<file path="config.mk">
export PLATFORM = sky130hd
export DESIGN_NAME = tso_store_queue
export DESIGN_NICKNAME = d
export VERILOG_FILES = /design/src/rtl/tso_sq_pkg.sv /design/src/rtl/tso_sq_data.sv /design/src/rtl/tso_sq_ctrl.sv /design/src/rtl/tso_store_queue.sv
export SDC_FILE = /design/constraint.sdc
export NUM_CORES = 2
export LEC_CHECK = 0
export ABC_AREA = 1
export CAP_MARGIN = 20
export CELL_PAD_IN_SITES_DETAIL_PLACEMENT = 0
export CELL_PAD_IN_SITES_GLOBAL_PLACEMENT = 1
export CORE_MARGIN = 3
export CORE_UTILIZATION = 47
export CTS_CLUSTER_SIZE = 10
export DETAILED_ROUTE_END_ITERATION = 6
export GPL_ROUTABILITY_DRIVEN = 0
export HOLD_SLACK_MARGIN = 0.1
export PLACE_DENSITY_LB_ADDON = 0.08
export SYNTH_ARGS = -nofsm -noshare
export SYNTH_HDL_FRONTEND = slang
export SYNTH_SLANG_ARGS = --single-unit
export TNS_END_PERCENT = 100
</file>
<file path="constraint.sdc">
create_clock -name clk -period 15.9 [get_ports clk]
set_input_delay 3.18 -clock clk [delete_from_list [all_inputs] [get_ports clk]]
set_output_delay 3.18 -clock clk [all_outputs]
set_load 0.005 [all_outputs]
</file>
<file path="src/rtl/tso_sq_pkg.sv">
package tso_sq_pkg;

  // Strobes from the control unit to the datapath, one cycle wide each.
  typedef struct packed {
    logic enq;        // take the offered store into the queue
    logic ldAccept;   // capture load request and forwarded bytes
    logic ldMerge;    // merge read reply into the load result
    logic amoAccept;  // capture atomic request
    logic amoResp;    // capture atomic reply
  } sqStrobe_t;

  typedef enum logic [2:0] {
    S_IDLE,
    S_LDREQ,
    S_LDWAIT,
    S_LDRESP,
    S_AMODRAIN,
    S_AMOREQ,
    S_AMOWAIT,
    S_AMORESP
  } sqState_t;

endpackage

</file>
<file path="src/rtl/tso_sq_data.sv">
module tso_sq_data
  import tso_sq_pkg::*;
#(
  parameter int DEPTH  = 8,   // power of two
  parameter int ADDR_W = 32,
  parameter int DATA_W = 32
) (
  input  logic                clk,
  input  logic                rst,
  input  sqStrobe_t           strobe,
  input  logic [ADDR_W-1:0]   stAddr,
  input  logic [DATA_W-1:0]   stData,
  input  logic [DATA_W/8-1:0] stMask,
  input  logic [ADDR_W-1:0]   ldAddr,
  input  logic [DATA_W/8-1:0] ldMask,
  input  logic [ADDR_W-1:0]   amoAddr,
  input  logic [DATA_W-1:0]   amoData,
  input  logic [1:0]          amoOp,
  input  logic                drainReady,
  input  logic [DATA_W-1:0]   rdRespData,
  output logic                full,
  output logic                empty,
  output logic                ldNeedMem,
  output logic                drainValid,
  output logic [ADDR_W-1:0]   drainAddr,
  output logic [DATA_W-1:0]   drainData,
  output logic [DATA_W/8-1:0] drainMask,
  output logic [ADDR_W-1:0]   reqAddr,
  output logic [DATA_W/8-1:0] reqMask,
  output logic [DATA_W-1:0]   reqData,
  output logic [1:0]          reqOp,
  output logic [DATA_W-1:0]   respData
);
  localparam int BYTES = DATA_W / 8;
  localparam int PTR_W = $clog2(DEPTH);
  localparam int OFF_W = $clog2(BYTES);
  localparam int CNT_W = PTR_W + 1;

  logic [ADDR_W-1:0] entAddr [DEPTH];
  logic [DATA_W-1:0] entData [DEPTH];
  logic [BYTES-1:0]  entMask [DEPTH];
  logic [PTR_W-1:0]  head, tail;
  logic [CNT_W-1:0]  count;
  logic              deq;
  logic [DEPTH-1:0]  entHit;

  logic [DATA_W-1:0] fwdData;
  logic [BYTES-1:0]  fwdCover;
  logic [DATA_W-1:0] mergeData;

  logic [ADDR_W-1:0] ldAddrQ, amoAddrQ;
  logic [BYTES-1:0]  ldMaskQ, fwdCoverQ;
  logic [DATA_W-1:0] fwdDataQ, amoDataQ, respDataQ;
  logic [1:0]        amoOpQ;
  logic              reqIsAmo;

  assign full       = (count == CNT_W'(DEPTH));
  assign empty      = (count == '0);
  assign drainValid = !empty;
  assign drainAddr  = entAddr[head];
  assign drainData  = entData[head];
  assign drainMask  = entMask[head];
  assign deq        = drainValid && drainReady;

  // Per-slot liveness and word match against the offered load.
  for (genvar e = 0; e < DEPTH; e++) begin : g_hit
    logic [PTR_W-1:0] age;
    assign age = PTR_W'(e) - head;
    assign entHit[e] = ({1'b0, age} < count) &&
                       (entAddr[e][ADDR_W-1:OFF_W] == ldAddr[ADDR_W-1:OFF_W]);
  end

  // Walk oldest to youngest so the youngest covering store wins per byte.
  always_comb begin
    fwdData  = '0;
    fwdCover = '0;
    for (int i = 0; i < DEPTH; i++) begin
      if (entHit[head + PTR_W'(i)]) begin
        for (int b = 0; b < BYTES; b++) begin
          if (entMask[head + PTR_W'(i)][b] && ldMask[b]) begin
            fwdData[8*b +: 8] = entData[head + PTR_W'(i)][8*b +: 8];
            fwdCover[b]       = 1'b1;
          end
        end
      end
    end
  end

  assign ldNeedMem = |(ldMask & ~fwdCover);

  always_comb begin
    for (int b = 0; b < BYTES; b++) begin
      if (!ldMaskQ[b])       mergeData[8*b +: 8] = 8'h00;
      else if (fwdCoverQ[b]) mergeData[8*b +: 8] = fwdDataQ[8*b +: 8];
      else                   mergeData[8*b +: 8] = rdRespData[8*b +: 8];
    end
  end

  // Queue storage, no reset needed on payload.
  always_ff @(posedge clk) begin
    if (strobe.enq) begin
      entAddr[tail] <= stAddr;
      entData[tail] <= stData;
      entMask[tail] <= stMask;
    end
  end

  always_ff @(posedge clk) begin
    if (rst) begin
      head  <= '0;
      tail  <= '0;
      count <= '0;
    end else begin
      if (strobe.enq) tail <= tail + 1'b1;
      if (deq)        head <= head + 1'b1;
      case ({strobe.enq, deq})
        2'b10:   count <= count + 1'b1;
        2'b01:   count <= count - 1'b1;
        default: ;
      endcase
    end
  end

  always_ff @(posedge clk) begin
    if (rst) begin
      ldAddrQ   <= '0;
      ldMaskQ   <= '0;
      fwdDataQ  <= '0;
      fwdCoverQ <= '0;
      amoAddrQ  <= '0;
      amoDataQ  <= '0;
      amoOpQ    <= '0;
      respDataQ <= '0;
      reqIsAmo  <= 1'b0;
    end else begin
      if (strobe.ldAccept) begin
        ldAddrQ   <= ldAddr;
        ldMaskQ   <= ldMask;
        fwdDataQ  <= fwdData;
        fwdCoverQ <= fwdCover;
        respDataQ <= fwdData;
        reqIsAmo  <= 1'b0;
      end
      if (strobe.amoAccept) begin
        amoAddrQ <= amoAddr;
        amoDataQ <= amoData;
        amoOpQ   <= amoOp;
        reqIsAmo <= 1'b1;
      end
      if (strobe.ldMerge) respDataQ <= mergeData;
      if (strobe.amoResp) respDataQ <= rdRespData;
    end
  end

  assign reqAddr  = reqIsAmo ? amoAddrQ : ldAddrQ;
  assign reqMask  = reqIsAmo ? {BYTES{1'b1}} : ldMaskQ;
  assign reqData  = amoDataQ;
  assign reqOp    = amoOpQ;
  assign respData = respDataQ;

endmodule

</file>
<file path="src/rtl/tso_sq_ctrl.sv">
module tso_sq_ctrl
  import tso_sq_pkg::*;
(
  input  logic      clk,
  input  logic      rst,
  input  logic      stValid,
  input  logic      ldValid,
  input  logic      amoValid,
  input  logic      full,
  input  logic      empty,
  input  logic      ldNeedMem,
  input  logic      rdReqReady,
  input  logic      rdRespValid,
  output logic      stReady,
  output logic      ldReady,
  output logic      amoReady,
  output logic      busy,
  output logic      rdReqValid,
  output logic      rdReqAtomic,
  output logic      ldRespValid,
  output logic      amoRespValid,
  output sqStrobe_t strobe
);
  sqState_t state, stateNext;
  logic     idle;

  assign idle     = (state == S_IDLE);
  // One operation per cycle; atomic beats load beats store.
  assign amoReady = idle;
  assign ldReady  = idle && !amoValid;
  assign stReady  = idle && !full && !ldValid && !amoValid;

  assign strobe.amoAccept = amoValid && amoReady;
  assign strobe.ldAccept  = ldValid && ldReady;
  assign strobe.enq       = stValid && stReady;
  assign strobe.ldMerge   = (state == S_LDWAIT) && rdRespValid;
  assign strobe.amoResp   = (state == S_AMOWAIT) && rdRespValid;

  assign rdReqValid   = (state == S_LDREQ) || (state == S_AMOREQ);
  assign rdReqAtomic  = (state == S_AMOREQ);
  assign ldRespValid  = (state == S_LDRESP);
  assign amoRespValid = (state == S_AMORESP);
  assign busy = (state == S_AMODRAIN) || (state == S_AMOREQ) ||
                (state == S_AMOWAIT)  || (state == S_AMORESP);

  always_comb begin
    stateNext = state;
    case (state)
      S_IDLE: begin
        if (strobe.amoAccept)     stateNext = S_AMODRAIN;
        else if (strobe.ldAccept) stateNext = ldNeedMem ? S_LDREQ : S_LDRESP;
      end
      S_LDREQ:    if (rdReqReady)  stateNext = S_LDWAIT;
      S_LDWAIT:   if (rdRespValid) stateNext = S_LDRESP;
      S_LDRESP:   stateNext = S_IDLE;
      S_AMODRAIN: if (empty)       stateNext = S_AMOREQ;
      S_AMOREQ:   if (rdReqReady)  stateNext = S_AMOWAIT;
      S_AMOWAIT:  if (rdRespValid) stateNext = S_AMORESP;
      S_AMORESP:  stateNext = S_IDLE;
      default:    stateNext = S_IDLE;
    endcase
  end

  always_ff @(posedge clk) begin
    if (rst) state <= S_IDLE;
    else     state <= stateNext;
  end

endmodule

</file>
<file path="src/rtl/tso_store_queue.sv">
module tso_store_queue
  import tso_sq_pkg::*;
#(
  parameter int DEPTH  = 8,
  parameter int ADDR_W = 32,
  parameter int DATA_W = 32
) (
  input  logic                clk,
  input  logic                rst,
  input  logic                stValid,
  output logic                stReady,
  input  logic [ADDR_W-1:0]   stAddr,
  input  logic [DATA_W-1:0]   stData,
  input  logic [DATA_W/8-1:0] stMask,
  output logic                full,
  input  logic                ldValid,
  output logic                ldReady,
  input  logic [ADDR_W-1:0]   ldAddr,
  input  logic [DATA_W/8-1:0] ldMask,
  output logic                ldRespValid,
  input  logic                amoValid,
  output logic                amoReady,
  input  logic [ADDR_W-1:0]   amoAddr,
  input  logic [DATA_W-1:0]   amoData,
  input  logic [1:0]          amoOp,
  output logic                amoRespValid,
  output logic                busy,
  output logic [DATA_W-1:0]   respData,
  output logic                drainValid,
  input  logic                drainReady,
  output logic [ADDR_W-1:0]   drainAddr,
  output logic [DATA_W-1:0]   drainData,
  output logic [DATA_W/8-1:0] drainMask,
  output logic                rdReqValid,
  input  logic                rdReqReady,
  output logic                rdReqAtomic,
  output logic [ADDR_W-1:0]   rdReqAddr,
  output logic [DATA_W/8-1:0] rdReqMask,
  output logic [DATA_W-1:0]   rdReqData,
  output logic [1:0]          rdReqOp,
  input  logic                rdRespValid,
  input  logic [DATA_W-1:0]   rdRespData
);
  sqStrobe_t strobe;
  logic      empty;
  logic      ldNeedMem;

  tso_sq_ctrl u_ctrl (
    .clk(clk), .rst(rst),
    .stValid(stValid), .ldValid(ldValid), .amoValid(amoValid),
    .full(full), .empty(empty), .ldNeedMem(ldNeedMem),
    .rdReqReady(rdReqReady), .rdRespValid(rdRespValid),
    .stReady(stReady), .ldReady(ldReady), .amoReady(amoReady),
    .busy(busy), .rdReqValid(rdReqValid), .rdReqAtomic(rdReqAtomic),
    .ldRespValid(ldRespValid), .amoRespValid(amoRespValid),
    .strobe(strobe)
  );

  tso_sq_data #(.DEPTH(DEPTH), .ADDR_W(ADDR_W), .DATA_W(DATA_W)) u_data (
    .clk(clk), .rst(rst), .strobe(strobe),
    .stAddr(stAddr), .stData(stData), .stMask(stMask),
    .ldAddr(ldAddr), .ldMask(ldMask),
    .amoAddr(amoAddr), .amoData(amoData), .amoOp(amoOp),
    .drainReady(drainReady), .rdRespData(rdRespData),
    .full(full), .empty(empty), .ldNeedMem(ldNeedMem),
    .drainValid(drainValid), .drainAddr(drainAddr),
    .drainData(drainData), .drainMask(drainMask),
    .reqAddr(rdReqAddr), .reqMask(rdReqMask),
    .reqData(rdReqData), .reqOp(rdReqOp),
    .respData(respData)
  );

endmodule

</file>
# Yosys cells after proc, flatten, opt, wreduce, memory -nomap -nowiden
# Memory sizes are Yosys's and may differ from the RTL's. A register that Yosys moved wholly into a read port is not among the register bits.
# Cells that the tools add are included.
[word_totals] register_bits=184 ram_bits=544 input_bits=210 out_inout_bits=180 elab_cells=271 n_memories=3
[op_classes] add_sub_neg=18 order_cmp=16 n_eq_ne=24 muxes=129 bitwise_logic=2 n_reduce_logical=66
[mem_list] memory="u_data.entAddr" words=8 width=32 read_ports=9 rd_ports_with_merged_regs=1 wr=1 line="tso_sq_data.sv:39" text="logic [ADDR_W-1:0] entAddr [DEPTH];"
[mem_list] memory="u_data.entData" words=8 width=32 read_ports=8 rd_ports_with_merged_regs=1 wr=1 line="tso_sq_data.sv:40" text="logic [DATA_W-1:0] entData [DEPTH];"
[mem_list] memory="u_data.entMask" words=8 width=4 read_ports=8 rd_ports_with_merged_regs=1 wr=1 line="tso_sq_data.sv:41" text="logic [BYTES-1:0] entMask [DEPTH];"
[op_table] op="two-way mux 32 bit" count=12
[op_table] op="two-way mux 8 bit" count=40
[op_table] op="== test 30 bit" count=8
[op_table] op="logical AND 1 bit" count=50
[op_table] op="two-way mux 1 bit" count=44
[op_table] op="two-way mux 3 bit" count=13
[op_table] op="two-way mux 4 bit" count=9
[op_table] op="< comparator 3 x 4 -> 1 bit" count=8
[op_table] op="< comparator 3 x 4 -> 1 bit, second input constant" count=8
[op_table] op="binary-select mux 1 bit (select 3 bit)" count=8
[op_table] op="one-hot mux 3 bit (7 select lines)" count=1
[op_table] op="adder 3 bit, second input constant" count=4
[op_table] op="== test 3 bit, second input constant" count=4
[op_table] op="subtractor 3 bit, first input constant" count=4
[op_table] op="inequality test 2 bit, second input constant" count=4
[op_table] op="one-hot mux 4 bit (2 select lines)" count=1
[op_table] op="adder 3 x 1 -> 3 bit, second input constant" count=2
[op_table] op="adder 3 x 2 -> 3 bit, second input constant" count=2
[op_table] op="== test 3 x 2 -> 1 bit, second input constant" count=2
[op_table] op="AND reduction 6 bit" count=1
[op_table] op="subtractor 1 x 3 -> 3 bit, first input constant" count=2
[op_table] op="subtractor 2 x 3 -> 3 bit, first input constant" count=2
[op_table] op="adder 4 x 1 -> 4 bit, second input constant" count=1
[op_table] op="bitwise AND 4 bit" count=1
[op_table] op="17 further kinds" count=24

# Depth between registers and ports, before layout
[logic_depth] word_depth=27 ltp_mapped=40 ltp_nobuf=27

# Cells and area by module
# Synthesis repeated with hierarchy kept, for this count alone.
[hier_totals] hier_cells=6122 area_unflattened_um2=45313.5
[by_module_without_submodules] module="tso_sq_data" n_inst=1 cells_per_inst=6064 area_each_um2=44984.4 seq_area_each_um2=20019.2
[by_module_without_submodules] module="tso_sq_ctrl" n_inst=1 cells_per_inst=58 area_each_um2=329.1 seq_area_each_um2=60.1

# Least setup slack after synthesis
# OpenSTA, ideal clock, no wires.
[synth_path] kind="input port to flip-flop" startpoint="input port amoValid" endpoint="memory u_data.entAddr[6][0], enable pin" setup_ps=578 t_arrival_ps=8648 required_time_ps=15322 slack_ps=6674 cell_stages=7 path_buffers=0 cell_sequence="nand2_1 nand2_1 nor3_1 nand2_1 inv_1 nand2_1 nor3_1"
[synth_between] elab_chain_cells=5
[synth_rtl] element="start, declared" line="tso_store_queue.sv:21" text="input logic amoValid,"
[synth_rtl] element="logical NOT 1 bit" line="tso_sq_ctrl.sv:31" text="assign stReady = idle && !full && !ldValid && !amoValid;"
[synth_rtl] element="logical AND 1 bit" line="tso_sq_ctrl.sv:31"
[synth_rtl] element="via stReady" line="tso_store_queue.sv:11" text="output logic stReady,"
[synth_rtl] element="logical AND 1 bit" line="tso_sq_ctrl.sv:35" text="assign strobe.enq = stValid && stReady;"
[synth_rtl] element="two-way mux 1 bit" line="tso_sq_data.sv:101" text="if (strobe.enq) begin"
[synth_rtl] element="two-way mux 1 bit (not written as such)" line="tso_sq_data.sv:102" text="entAddr[tail] <= stAddr;"
[synth_rtl] element="end, declared" line="tso_sq_data.sv:39"
# The timed path passes the listed nets, and every way through them passes these cells.

==> summary.txt <==
Clock sink count -> 731
Period minus WS final -> 8.573 ns
DRC -> 3
Floorplan core area -> 0.09515 mm2
Remaining max-slew budget at the tightest pin -> 18.56%
RR Startpoint -> u_data.head[1]$_SDFFE_PP0P_
Endpoint of the worst setup timing path -> drainData[31]
Endpoints failing hold -> 0
Clk slew on worst S/H paths -> 0.05 ns
Transition time at the pin with the least slew margin -> 1.222 ns
Largest net degree at the start of global routing -> 116
Global-route wire length before repair -> 254.4 mm
Insertion delay of the later-clocked pin in the worst-skew pair -> 0.69 ns
Maximum operating frequency -> 116.6 MHz
Layout Nets -> 6422
Final WS setup -> 7.327 ns
Data arrival time at the worst-slack endpoint -> 5.39 ns
Number of standard cells after synthesis -> 6062
Portion of the clock cycle consumed by the worst path in the final layout -> 53.92%
Share of the synthesized area in the top cell type -> 36.12%
Cts repair resizes -> 0
All-Layer GR Usage -> 34.05%
Average wire per cell in the routed design -> 23.32 um
Detailed-route wire length -> 175.6 mm
Antenna Nets Post-Route -> 0
Via count of the first global-routing pass -> 38720
Max-capacitance violation count -> 0
R2r endpoint -> u_ctrl.state[1]$_SDFFE_PP0P_
Number of cells traversed by the worst register-to-register path -> 19
Top cell type by total area after synthesis -> edfxtp_1
Worst-case clock skew -> 0.02209 ns
Starting Density -> 47.53%
Nature of the critical path startpoint -> flip-flop
Fraction of layout instances using a drive strength above 1 -> 4.433%
Worst setup path category -> reg -> out
Leakage power of the design -> 20.35 nW
Most used standard cells in the synthesized netlist -> 1596 x nand2_1, 933 x o21ai_0, 544 x edfxtp_1, 524 x inv_1, 492 x nor2_1
Die footprint -> 0.09999 mm2
Register area share after synthesis -> 44.39%
Final TNS setup -> 0 ns
Number of library cell types mapped by synthesis -> 54
Main synth FF type -> edfxtp_1
Worst IR Drop VDD -> 0.1816 mV
CTS Root Buffer Type -> clkbuf_16
Most frequent cell after synthesis -> nand2_1
Final Max Slew Viols -> 0
Violation count after the first detailed-route iteration -> 5464
Total congestion overflow -> 0
Number of enable flip-flop cells after synthesis -> 544
Count of standard-cell rows -> 113
Power Dens Cells -> 206.5 mW/mm2
Routed vias -> 43430
Violated checks -> DRC
Hold_buf cts -> 0
Proportion of register bits with asynchronous set or reset after synthesis -> 0%
Boundary pin count -> 390
Finish-stage setup viols -> 0
Number of antenna violations at the first check in global routing -> 17
Longest Clk Path Bufs -> 3
Port Buffer Count -> 389
Synthesized flop and latch total -> 731
Run status -> finished, violations left
Post-detailed-route via-to-cell ratio -> 5.769
Layout overhead on the synthesized area -> 15.05%
Total half-perimeter wirelength after legalization and detailed placement -> 114.9 mm
Die H -> 316.2 um
Detailed-routing iteration count for the pre-antenna-repair pass -> 7
Path class of the lowest-slack min-delay path -> reg -> reg
Req. time, crit path -> 12.72 ns
Number of setup buffers added after CTS -> 0
Inserted Clock Buffers -> 89
Crit-path max FO -> 115
Post-Syn Area per Cell -> 7.461 um2
CTS tree -> done
Kind of capture point of the worst setup path -> output port
RSZ-0062 raised after global routing -> no
Mapped cell area -> 0.04523 mm2
Synthesized netlist net count -> 6291
Cells taking the most area after synthesis -> edfxtp_1 36%, nand2_1 13%, o21ai_0 10%
Count of warnings emitted by yosys -> 0
Pre-CTS WS -> 7.962 ns
Die width -> 316.2 um
Maximum level of the CTS H-tree -> 3
R2R Setup Slk -> 9.20 ns
==> worst min path at each step <==
stage	start	to	slack (ns)	depth (start not counted)
5_1_grt	u_data.ldAddrQ[16]$_SDFFE_PP0P_	u_data.ldAddrQ[16]$_SDFFE_PP0P_	0.47	2
6_report	u_data.ldAddrQ[4]$_SDFFE_PP0P_	u_data.ldAddrQ[4]$_SDFFE_PP0P_	0.45	2
2_1_floorplan	u_data.ldAddrQ[20]$_SDFFE_PP0P_	u_data.ldAddrQ[20]$_SDFFE_PP0P_	0.42	2
4_1_cts	u_data.ldAddrQ[4]$_SDFFE_PP0P_	u_data.ldAddrQ[4]$_SDFFE_PP0P_	0.45	2
3_3_place_gp	u_data.ldAddrQ[4]$_SDFFE_PP0P_	u_data.ldAddrQ[4]$_SDFFE_PP0P_	0.44	2
3_5_place_dp	u_data.ldAddrQ[4]$_SDFFE_PP0P_	u_data.ldAddrQ[4]$_SDFFE_PP0P_	0.44	2
==> sequential cells by signal (all words and copies together) (netlist names), named ones only <==
name,count
u_data.respData,32
u_data.tail,3
u_data.entData,256
u_data.reqIsAmo,1
u_data.reqData,32
u_ctrl.state,3
u_data.fwdCoverQ,4
u_data.ldMaskQ,4
u_data.entAddr,256
u_data.amoAddrQ,32
u_data.reqOp,2
u_data.ldAddrQ,32
u_data.head,3
u_data.count,4
u_data.entMask,32
u_data.fwdDataQ,32
==> routing by layer <==
layer  global-route usage (%)  vias up  routed length, um
met4                    11.88        2               5310
met1                    47.80    20300              74620
met3                    7.843      307              19370
li1                         -    20600                  -
met5                        0        -                 13
met2                    51.75     2214              76270
==> critical path, cell delays in order (launching register included) <==
cell	delay, ns
dfxtp_4	0.50
inv_8	0.54
buf_4	0.82
buf_4	0.93
o21ai_0	0.22
nand2_1	0.10
nor2_1	0.04
a31oi_1	0.68
clkdlybuf4s50_1	0.69
==> area by class of cell <==
type | count | area, um2
Antenna cell | 14 | 35.03
Sequential cell | 731 | 20100
Timing Repair Buffer | 453 | 4379
Clock inverter | 20 | 191.4
Fill cell | 9076 | 43120
Multi-Input combinational cell | 4369 | 21200
Tap cell | 1265 | 1583
Inverter | 549 | 2096
Clock buffer | 127 | 2462
==> power by group <==
part / internal [W] / switching [W]
clock: 0.00107 / 0.000814
combinational: 0.00197 / 0.00445
sequential: 0.00225 / 0.000198
total: 0.00529 / 0.00546
==> kinds of logic after synthesis <==
logic type | share of synthesized area (%)
xor gates and xnor gates | 3.364
adders and majority gates | 0.5422
muxes | 0.7524
and+or+nand+nor | 21.88
DFF | 44.39
buffers and inverters | 9.016
AOI/OAI and AO/OA | 20.05
==> stage by stage <==
| stage | cells | hold slack (ns) | area [um2] | util [%] | total power (W) |
|---|---|---|---|---|---|
| after floorplan | 6062 | 0.4244 | 45230 | - | 0.006311 |
| after global placement | 7366 | 0.4397 | 49330 | 51.84 | 0.008686 |
| after detailed placement | 7366 | 0.4442 | 49330 | 51.84 | 0.008713 |
| after CTS | 7513 | 0.4522 | 51980 | 54.63 | 0.01062 |
| after global routing | 7526 | 0.4688 | 52030 | 54.68 | 0.01145 |
| final | 7528 | 0.4516 | 52040 | 54.69 | 0.01075 |
==> cell usage in the layout, fill, tap and decap left out, types with 9 or more instances in the layout <==
| cell type | Yosys | routed |
|---|---|---|
| clkdlybuf4s50_1 | 0 | 387 |
| nand2_1 | 1596 | 1595 |
| nand3_1 | 317 | 317 |
| mux2i_1 | 34 | 34 |
| a21oi_1 | 401 | 401 |
| ha_1 | 18 | 17 |
| inv_2 | 17 | 16 |
| diode_2 | 0 | 14 |
| nor2_4 | 4 | 11 |
| inv_1 | 524 | 518 |
| o21bai_1 | 16 | 16 |
| xor2_1 | 113 | 113 |
| xnor2_1 | 57 | 57 |
| buf_4 | 30 | 64 |
| o211ai_1 | 57 | 57 |
| inv_4 | 6 | 11 |
| clkbuf_1 | 221 | 31 |
| o21ai_1 | 65 | 65 |
| clkinv_1 | 2 | 11 |
| a221oi_1 | 22 | 22 |
| or2_2 | 9 | 9 |
| a211oi_1 | 12 | 12 |
| dfxtp_1 | 187 | 182 |
| edfxtp_1 | 544 | 544 |
| nand2_2 | 12 | 13 |
| o21ai_0 | 933 | 933 |
| nor3_1 | 17 | 11 |
| o22ai_1 | 23 | 23 |
| nor2_1 | 492 | 484 |
| clkbuf_16 | 0 | 91 |
| a31oi_1 | 83 | 83 |
| o2111ai_1 | 33 | 33 |
(Power assumes the default switching activity.)
